--- config.mk ---
export PLATFORM = sky130hd
export DESIGN_NAME = dma_req_pacer
export DESIGN_NICKNAME = d
export VERILOG_FILES = /design/src/rtl/pacer_pkg.sv /design/src/rtl/pacer_room.sv /design/src/rtl/pacer_fsm.sv /design/src/rtl/pacer_wstb.sv /design/src/rtl/dma_req_pacer.sv
export SDC_FILE = /design/constraint.sdc
export NUM_CORES = 1
export LEC_CHECK = 0
export ABC_CLOCK_PERIOD_IN_PS = 1200
export BUFFER_PORTS_ARGS = -buffer_cell sky130_fd_sc_hd__buf_2
export CAP_MARGIN = 0
export CELL_PAD_IN_SITES_DETAIL_PLACEMENT = 1
export CELL_PAD_IN_SITES_GLOBAL_PLACEMENT = 1
export CORE_AREA = 2 2 39 41
export CTS_BUF_LIST = sky130_fd_sc_hd__clkbuf_8
export DETAILED_ROUTE_END_ITERATION = 8
export DIE_AREA = 0 0 41 43
export PLACE_DENSITY_LB_ADDON = 0.1
export SKIP_LAST_GASP = 1
export SLEW_MARGIN = 40
export SYNTH_ARGS = -nofsm -noshare
export SYNTH_HDL_FRONTEND = slang
export SYNTH_SLANG_ARGS = --single-unit
--- constraint.sdc ---
create_clock -name clk -period 1.2 [get_ports clk]
set_input_delay 0.06 -clock clk [delete_from_list [all_inputs] [get_ports clk]]
set_output_delay 0.06 -clock clk [all_outputs]
set_load 0.05 [all_outputs]
--- src/rtl/pacer_pkg.sv ---
package pacer_pkg;
  typedef enum logic {ST_ARM = 1'b0, ST_STRM = 1'b1} pacer_state_e;

  function automatic logic [3:0] unit_bytes(input logic [1:0] sel);
    case (sel)
      2'b00:   unit_bytes = 4'd1;
      2'b01:   unit_bytes = 4'd2;
      default: unit_bytes = 4'd4;
    endcase
  endfunction
endpackage

--- src/rtl/pacer_room.sv ---
module pacer_room #(
  parameter int FREE_W = 12
) (
  input  logic [FREE_W-1:0] free_bytes,
  input  logic [1:0]        xfer_sel,
  output logic              room_one,
  output logic              room_two
);
  localparam int CW = FREE_W + 1;
  logic [CW-1:0] one_u;
  logic [CW-1:0] two_u;
  logic [CW-1:0] free_x;

  assign one_u    = CW'(pacer_pkg::unit_bytes(xfer_sel));
  assign two_u    = one_u << 1;
  assign free_x   = {1'b0, free_bytes};
  assign room_one = free_x >= one_u;
  assign room_two = free_x >= two_u;
endmodule

--- src/rtl/pacer_fsm.sv ---
module pacer_fsm (
  input  logic clk,
  input  logic rst,
  input  logic chan_en,
  input  logic ack_n,
  input  logic room_one,
  input  logic room_two,
  output logic req_n
);
  import pacer_pkg::*;
  pacer_state_e state_q, state_d;
  logic         req_d;

  always_comb begin
    state_d = state_q;
    req_d   = 1'b1;
    if (!chan_en) begin
      state_d = ST_ARM;
    end else begin
      case (state_q)
        ST_ARM: begin
          if (room_one) begin
            req_d   = 1'b0;
            state_d = ST_STRM;
          end
        end
        ST_STRM: begin
          if (!ack_n && req_n) begin
            if (room_two) req_d = 1'b0;
            else          state_d = ST_ARM;
          end
        end
        default: state_d = ST_ARM;
      endcase
    end
  end

  always_ff @(posedge clk) begin
    if (rst) begin
      state_q <= ST_ARM;
      req_n   <= 1'b1;
    end else begin
      state_q <= state_d;
      req_n   <= req_d;
    end
  end
endmodule

--- src/rtl/pacer_wstb.sv ---
module pacer_wstb (
  input  logic clk,
  input  logic rst,
  input  logic ack_n,
  output logic wr_stb
);
  always_ff @(posedge clk) begin
    if (rst) wr_stb <= 1'b0;
    else     wr_stb <= ~ack_n;
  end
endmodule

--- src/rtl/dma_req_pacer.sv ---
module dma_req_pacer #(
  parameter int FREE_W = 12
) (
  input  logic              clk,
  input  logic              rst,
  input  logic              chan_en,
  input  logic [FREE_W-1:0] free_bytes,
  input  logic [1:0]        xfer_sel,
  input  logic              ack_n,
  output logic              req_n,
  output logic              wr_stb
);
  logic room_one;
  logic room_two;

  pacer_room #(.FREE_W(FREE_W)) u_room (
    .free_bytes(free_bytes),
    .xfer_sel  (xfer_sel),
    .room_one  (room_one),
    .room_two  (room_two)
  );

  pacer_fsm u_fsm (
    .clk     (clk),
    .rst     (rst),
    .chan_en (chan_en),
    .ack_n   (ack_n),
    .room_one(room_one),
    .room_two(room_two),
    .req_n   (req_n)
  );

  pacer_wstb u_wstb (
    .clk   (clk),
    .rst   (rst),
    .ack_n (ack_n),
    .wr_stb(wr_stb)
  );
endmodule

==> results of run 1 <==
==> placed cells by master (no fill, tap or decap), drive strengths merged, types with 2 or more instances in the layout <==
cell type,count
nor3,2
o21ai,2
clkbuf,3
buf,20
dfxtp,3
nand2,2
inv,5
nor2,3
nor4,3
ha,6
nand2b,2
==> synthesized netlist by cell type <==
library cell	number	area, um^2
sky130_fd_sc_hd__ha_1	6	75.07
sky130_fd_sc_hd__o32a_1	1	10.01
sky130_fd_sc_hd__nand4b_1	1	8.760
sky130_fd_sc_hd__nor2b_1	1	6.260
sky130_fd_sc_hd__inv_1	4	15.01
sky130_fd_sc_hd__a31oi_1	1	6.260
sky130_fd_sc_hd__a311oi_1	1	8.760
sky130_fd_sc_hd__nor3_1	2	10.01
sky130_fd_sc_hd__nand2b_1	2	12.51
sky130_fd_sc_hd__nor2_1	3	11.26
sky130_fd_sc_hd__or3_1	1	6.260
sky130_fd_sc_hd__a21oi_1	1	5.000
sky130_fd_sc_hd__nand2_1	2	7.510
sky130_fd_sc_hd__o21ai_0	2	10.01
sky130_fd_sc_hd__nor4_2	3	37.54
sky130_fd_sc_hd__dfxtp_1	3	60.06
==> layer usage <==
layer	GRT usage, %	vias to the layer above	wire length [um]
met5	0	-	0
met4	8.000	0	8
met3	4.712	3	61
met2	19.38	11	481
met1	11.54	148	287
li1	-	174	-
==> power groups by stage <==
| stage | Sequential [W] | Combinational (W) | Clock [W] |
|---|---|---|---|
| after detailed placement | 0.000112 | 0.000108 | 0 |
| after CTS | 0.000110 | 0.000109 | 0.000295 |
| final | 0.000110 | 0.000113 | 0.000290 |
| after global placement | 0.000110 | 0.000104 | 0 |
| after global routing | 0.000110 | 0.000131 | 0.000301 |
| after floorplan | 0.000125 | 0.0000424 | 0 |
==> critical path, delay by kind of cell <==
| kind | cells | cell delay (ps) |
|---|---|---|
| simple gates | 3 | 460 |
| buf+inv | 1 | 110 |
| compound gates | 2 | 210 |
| fa+ha+maj | 1 | 260 |
==> what timing repair did <==
action                                  CTS  global route
hold buffers                              0             0
gates resized for setup                   0             6
endpoints found under the setup margin    0             2
==> sequential cells by signal, indices dropped and copies added, names as in the netlist <==
name	flops
u_wstb.wr_stb	1
u_fsm.req_n	1
u_fsm.state_q	1
==> cell families after synthesis <==
kind of cell | share of synthesized area (%)
AND/OR/NAND/NOR | 34.49
buffers and inverters | 5.171
flip-flops | 20.69
AO/OA/AOI/OAI | 13.79
adder cells (fa/ha/maj) | 25.86
==> final cells by class <==
| class | instances | area share, % |
|---|---|---|
| clock inverters | 1 | 0.7979 |
| flip-flops and latches | 3 | 13.03 |
| repair buffers | 20 | 21.81 |
| clock buffers | 3 | 8.777 |
| multi-input cells | 27 | 48.14 |
| well taps | 16 | 4.255 |
| inverters | 4 | 3.191 |
==> worst paths after layout <==
| path | start | endpoint | slack, ps | depth (start not counted) |
|---|---|---|---|---|
| worst max-delay path | xfer_sel[1] | u_fsm.state_q | 190 | 7 |
| worst min-delay path | ack_n | u_wstb.wr_stb | 10 | 2 |
| worst max register to register | u_fsm.state_q | u_fsm.state_q | 190 | 3 |
| worst min register to register | u_fsm.state_q | u_fsm.state_q | 530 | 1 |
==> stage by stage <==
step | hold slack, ps | std cells
floorplan | 126.7 | 34
global placement | 234.4 | 70
detailed placement | 237.8 | 70
CTS | 14.38 | 74
global route | 26.91 | 74
finish | 13.11 | 74
==> flow_results.org, run 1 <==
** Clock network
- Root buffer selected by CTS :: sky130_fd_sc_hd__clkbuf_8
- Clock-pin slew was measured on the worst setup and hold paths at around 30 ps.
- The number of clock buffers added by TritonCTS is 3.
- Number of sinks on the clock net :: 3
- Number of H-tree levels :: 1
- Clock tree from TritonCTS :: yes
- Clk Latency, worst-skew pair :: about 220 ps
- No sink is reached through more buffers than the 2 on the longest clock path.
- Setup bufs post-CTS :: 0

** Final layout
- Nets :: a little over 80
- The filler cells instantiated in the layout total 178.
- Registers take between 60 and 70 um^2.
- Final core utilization :: about a third
- ANT cells :: 0
- The post-route netlist has between 50 and 60% of its cells at a drive strength greater than 1.
- Area of all placed cells without fillers :: between 400 and 500 um^2
- Total area of multi-input combinational cells :: roughly 230 um^2
- From synthesis to final layout, the design area changed by 62.07%.

** STA
- Minimum clock period after layout :: slightly above 1000 ps
- Final Hold Vio Count :: 0
- For the final database, setup skew stands at approximately 1.5 ps.
- At the pin with the least slew margin, the transition time is 251.0 ps.
- Final Setup Violations :: 0
- Slew Limit Headroom :: 83.38%
- Static timing analysis puts the maximum clock frequency at 0.9859 GHz.
- Setup repair after global routing left no endpoint under its margin.
- Once routing completed, OpenROAD measured the worst setup slack at ~190 ps.
- In the final timing run, aggregate negative setup slack is 0 ps.
- Number of max-slew violations in the final report :: 0
- Dividing the final minimum period by the clock period gives 84.53%.

** Synth
- Count of cell types in the netlist :: 16
- Yosys warning count :: 0
- In this run, synthesis produced a sequential element count of 3.
- The cell area that synthesis handed to floorplanning was 290.3 um^2.
- Cell count after synthesis :: 34
- Each instance of the synthesized netlist takes up on average roughly 8.5 um^2.
- The share of the Yosys chip area taken by registers is 20.69%.
- Total nets after synthesis :: a little under 60

** Place
- IO buf count :: 19
- The HPWL after detailed placement is roughly 760 um.
- Place WS :: -182.3 ps
- Area post-placement :: 414.1 um^2
- Final RePlAce weighted congestion :: roughly 0.69

** Die
- In this run the standard cell core region covers approximately 1400 um^2.
- DIE WIDTH :: around 41 um
- Vertical die dimension :: ~43 um
- The die covers roughly 1800 um^2.
- Initial core utilization :: approximately a fifth
- During I/O placement, the number of pins put on the boundary was 20.
- Cell row count :: 14

** Pwr
- The worst-case IR drop observed on VDD is approximately 0.47 mV.
- Of the total power, the share spent switching nets is about a quarter.
- Registers are responsible for between 20% and 30% of the overall power.
- Proportion of power drawn by combinational gates :: between 20 and 25%
- Internal power comes to approximately 0.00038 W.
- Total power for the finished layout comes to between 0.0005 and 0.0006 W.
- In this run the power density over the cells is approximately 1100 nW/um^2.
- Clock share of power :: about 56%
- Switching pwr :: ~0.00014 W
- In this run the static leakage power is between 0.2 and 0.25 nW.

** Hold path
- HP Class :: in -> reg

** Flow run
- MaxCap Viol Count :: 0

** Global routing
- The first global-routing pass estimated about 1.3 mm of wire.
- Overflow after GRT :: 0
- Antenna violations before repair :: 0
- Global routing consumed, over all layers together, approximately an eighth of the routing resources.
- Entering global routing, the biggest net connects 5 pins.
- Vias in the first global route :: between 300 and 400

** Detailed routing
- Dividing the detail-routed wire length by the instance count gives 11.34 um.
- After detailed routing, the number of vias per cell comes to 4.541.
- Drc violations :: 0
- The pre-antenna-repair detailed-routing pass consisted of 2 iterations.
- WL final :: between 800 and 900 um
- Number of DRC markers after the initial detailed-route iteration :: 3
- The final route contains 336 vias.
- In this run the remaining antenna-violating nets after routing total 0.

** Critical path
- Critical Path End Type :: register
- Critical path data required time :: about 1300 ps
- The slowest stage of the critical path belongs to the cell sky130_fd_sc_hd__ha_1.
- Worst path arrival time :: about 1100 ps
- Along the worst path, the maximum fanout reaches 2.
- Type of origin of the critical path :: input pin
- Cells traversed along the worst timing path :: buf_2, nor2_1, ha_1, nand2b_1, a31oi_1, nor3_2, a311oi_1
- For this run, the slowest stage of the critical path takes 260 ps.
- Crit path kind :: in -> reg

** Status
- The flow ran to the end, and the final reports show no timing, DRC or antenna violations.
Power figures use the tool's default switching activity.
==> inputs of run 2 (changes only) <==
- ABC_CLOCK_PERIOD_IN_PS: 1200 -> 900
- clock period: 1.2 -> 0.9 ns (I/O delays scaled with it)
==> run 2 against run 1 <==
The run now ends with setup timing left. Core utilization up 5.7 points. Global-route usage rose by 0.88 points. Critical endpoint is now u_fsm.req_n. Largest power group unchanged. Cell count up 2.7%.
==> flow_results.org, run 2 (synthesis results as in run 1) <==
** Status
- Run status :: complete, but fails checks
- The checks that failed: setup timing.

** STA
- The slew of the pin with the lowest slew margin came to 249.8 ps (-1.245 ps).
- Final Setup Violations :: 2 (+2)
- In the finished design, the share of the clock period the worst path needs comes to 109.2%.
- The setup TNS was -157.0 ps (-157.0 ps).
- Setup slack after layout :: -83.21 ps (-268.9 ps)
- Hold WS :: 11.28 ps (-1.833 ps)
- Unrepaired setup endpoints after global routing :: yes
- The worst clock skew was 0.1455 ps (-1.396 ps).
- The tightest slew margin relative to the limit came to 83.46% (about the same).
- Number of max-slew violations in the final report :: 0 (unchanged)
- Final Hold Vio Count :: 0 (unchanged)
- Derived from the worst setup path, the maximum achievable clock frequency is a little over 1 GHz.
- Subtracting the final worst setup slack from the clock period gives between 900 and 1000 ps.

** Critical path
- Crit path max fanout :: 3 (+1)
- Type of origin of the critical path :: input pin
- The length in cells of the worst reg-to-reg path came to 3 (unchanged).
- Worst path arrival time :: 1080 ps (-20 ps)
- The required time at the endpoint of the critical path came to 1000 ps (-290 ps).
- STA classifies the critical path endpoint as a register.
- The critical path is of the in -> reg type.

** Die
- The starting utilization of the core area was 20.98% (unchanged).
- Number of top-level pins :: 20 (unchanged)
- The area of the core region is 1384 um^2 (unchanged).
- The die height came to 43 um (unchanged).
- The number of rows created at floorplan is 14 (unchanged).
- The area enclosed by the die boundary is 1763 um^2 (unchanged).
- DIE WIDTH :: 41 um (unchanged)

** Flow run
- The number of maximum-capacitance violations came to 0 (unchanged).

** Detailed routing
- The wire length reported by the detailed router came to 907 um (+8.1%).
- The number of antenna-violating nets in the routed design was 0 (unchanged).
- The detailed-route vias per instance is 4.842 (+6.6%).
- Vias after detailed routing :: 368 (+9.5%)
- Drc violations :: 0 (unchanged)
- Routed length per instance :: 11.93 um (+5.3%)
- Number of DRC markers after the initial detailed-route iteration :: 1 (-2)
- The number of iterations in the first detailed-routing pass is 4 (+2).

** Hold path
- HP Class :: in -> reg
- The worst hold path cell count is 2 (unchanged).

** Pwr
- Cell leakage power :: 0.2579 nW (+11%)
- Largest vdd supply drop :: 0.4784 mV (+0.78%)
- Power per standard cell area :: 1305 nW/um^2 (+20%)

** Final layout
- Most common cell after layout, fill and taps aside :: sky130_fd_sc_hd__buf_2
- Nets :: 85 (+2.4%)
- ANT cells :: 0 (unchanged)
- The number of fill cells is 171 (-3.9%).
- In the final layout, the registers with the most flip-flops are u_fsm.req_n (1), u_fsm.state_q (1), u_wstb.wr_stb (1).
- Number of standard cells in the final layout excluding fillers :: 76 (+2.7%)
- Compared with the post-synthesis result, the final layout area differs by 89.22%.
- The ratio of cells with drive above 1 in the final layout was 61.67% (+8.2 points).
- Most used cells in the layout excluding fill and tap cells :: sky130_fd_sc_hd__buf_2, sky130_fd_sc_hd__ha_1, sky130_fd_sc_hd__inv_1

** Place
- The count of buffers inserted at the top-level ports came to 19 (unchanged).
- Final RePlAce weighted congestion :: 0.6562 (-5.1%)
- Half-perimeter wire length after placement :: 766.9 um (+0.93%)
- The number of cells in the design after placement came to 71 (+1.4%).

** Clock network
- TritonCTS built the clock tree.
- The number of buffers inserted during clock tree synthesis was 3 (unchanged).
- Clk Latency, worst-skew pair :: 210 ps (about the same)
- The clock tree buffer depth came to 2 (unchanged).
- Worst-path clk slew :: 30 ps (about the same)
- Number of sinks on the clock net :: 3 (unchanged)
- Number of H-tree levels :: 1 (unchanged)
- The cell sitting at the root of the clock tree is a sky130_fd_sc_hd__clkbuf_8.

** Global routing
- Antenna violations before repair :: 0 (unchanged)
- Vias in the first global route :: 355 (+2.3%)
- Wire length of the first global-routing pass :: 1.421 mm (+7.3%)
- The pin count of the biggest net entering global routing is 5 (unchanged).
- The aggregate global routing overflow was 0 (unchanged).
- The total global-route track usage is 12.81% (+0.88 points).
-- run 2: worst max-delay path: stages --
cell,delay (ps)
sky130_fd_sc_hd__buf_12,110
sky130_fd_sc_hd__inv_12,50
sky130_fd_sc_hd__nand2_4,50
sky130_fd_sc_hd__ha_4,270
sky130_fd_sc_hd__o21ai_2,50
sky130_fd_sc_hd__a21oi_2,170
sky130_fd_sc_hd__nor4_2,60
sky130_fd_sc_hd__o32a_1,280
-- run 2: power by group --
group | switching [W] | total (W) | internal [W]
Sequential | 0.00000389 | 0.000145 | 0.000141
Clock | 0.0000878 | 0.000378 | 0.000290
Combinational | 0.000101 | 0.000194 | 0.0000935
Total | 0.000192 | 0.000717 | 0.000525
-- run 2: through the flow --
stage	total power (W)	worst slack, ps	utilization (%)	instance area, um^2
after floorplan	0.0002433	-131.3	-	336.6
after global placement	0.0003152	-391.0	33.73	466.7
after detailed placement	0.0003269	-437.8	33.73	466.7
after CTS	0.0007263	-85.11	39.69	549.3
after global routing	0.0007600	-147.4	39.69	549.3
final	0.0007168	-83.21	39.69	549.3
-- run 2: path summary, 6_finish.rpt --
| path | startpoint | endpoint | slack, ps |
|---|---|---|---|
| worst max-delay path | xfer_sel[1] | u_fsm.req_n | -80 |
| worst min-delay path | ack_n | u_wstb.wr_stb | 10 |
| worst max register to register | u_fsm.state_q | u_fsm.state_q | -70 |
| worst min register to register | u_fsm.state_q | u_fsm.state_q | 510 |
-- run 2: area by class of cell --
type                       instances  area (um^2)  share of cell area, %
sequential                         3        63.81                  11.62
clock buffer                       3        41.29                  7.517
timing repair buffer              22        132.6                  24.15
inverter                           4        27.53                  5.011
tap                               16        20.02                  3.645
clock inverter                     1        3.754                 0.6834
multi-input combinational         27        260.3                  47.38
-- run 2: per-layer routing --
| layer | up-vias | GRT usage [%] | share of wire, % |
|---|---|---|---|
| met5 | - | 0 | 0 |
| met4 | 0 | 14.00 | 4.6 |
| met3 | 5 | 1.571 | 5.6 |
| met2 | 14 | 20.94 | 58 |
| met1 | 171 | 11.78 | 32 |
| li1 | 178 | - | - |
-- run 2: what timing repair did --
item	in CTS	in global routing
pin swaps	4	0
resized for setup	7	0
buffers inserted	1	0
setup endpoints to repair	2	2
hold buffers	0	0
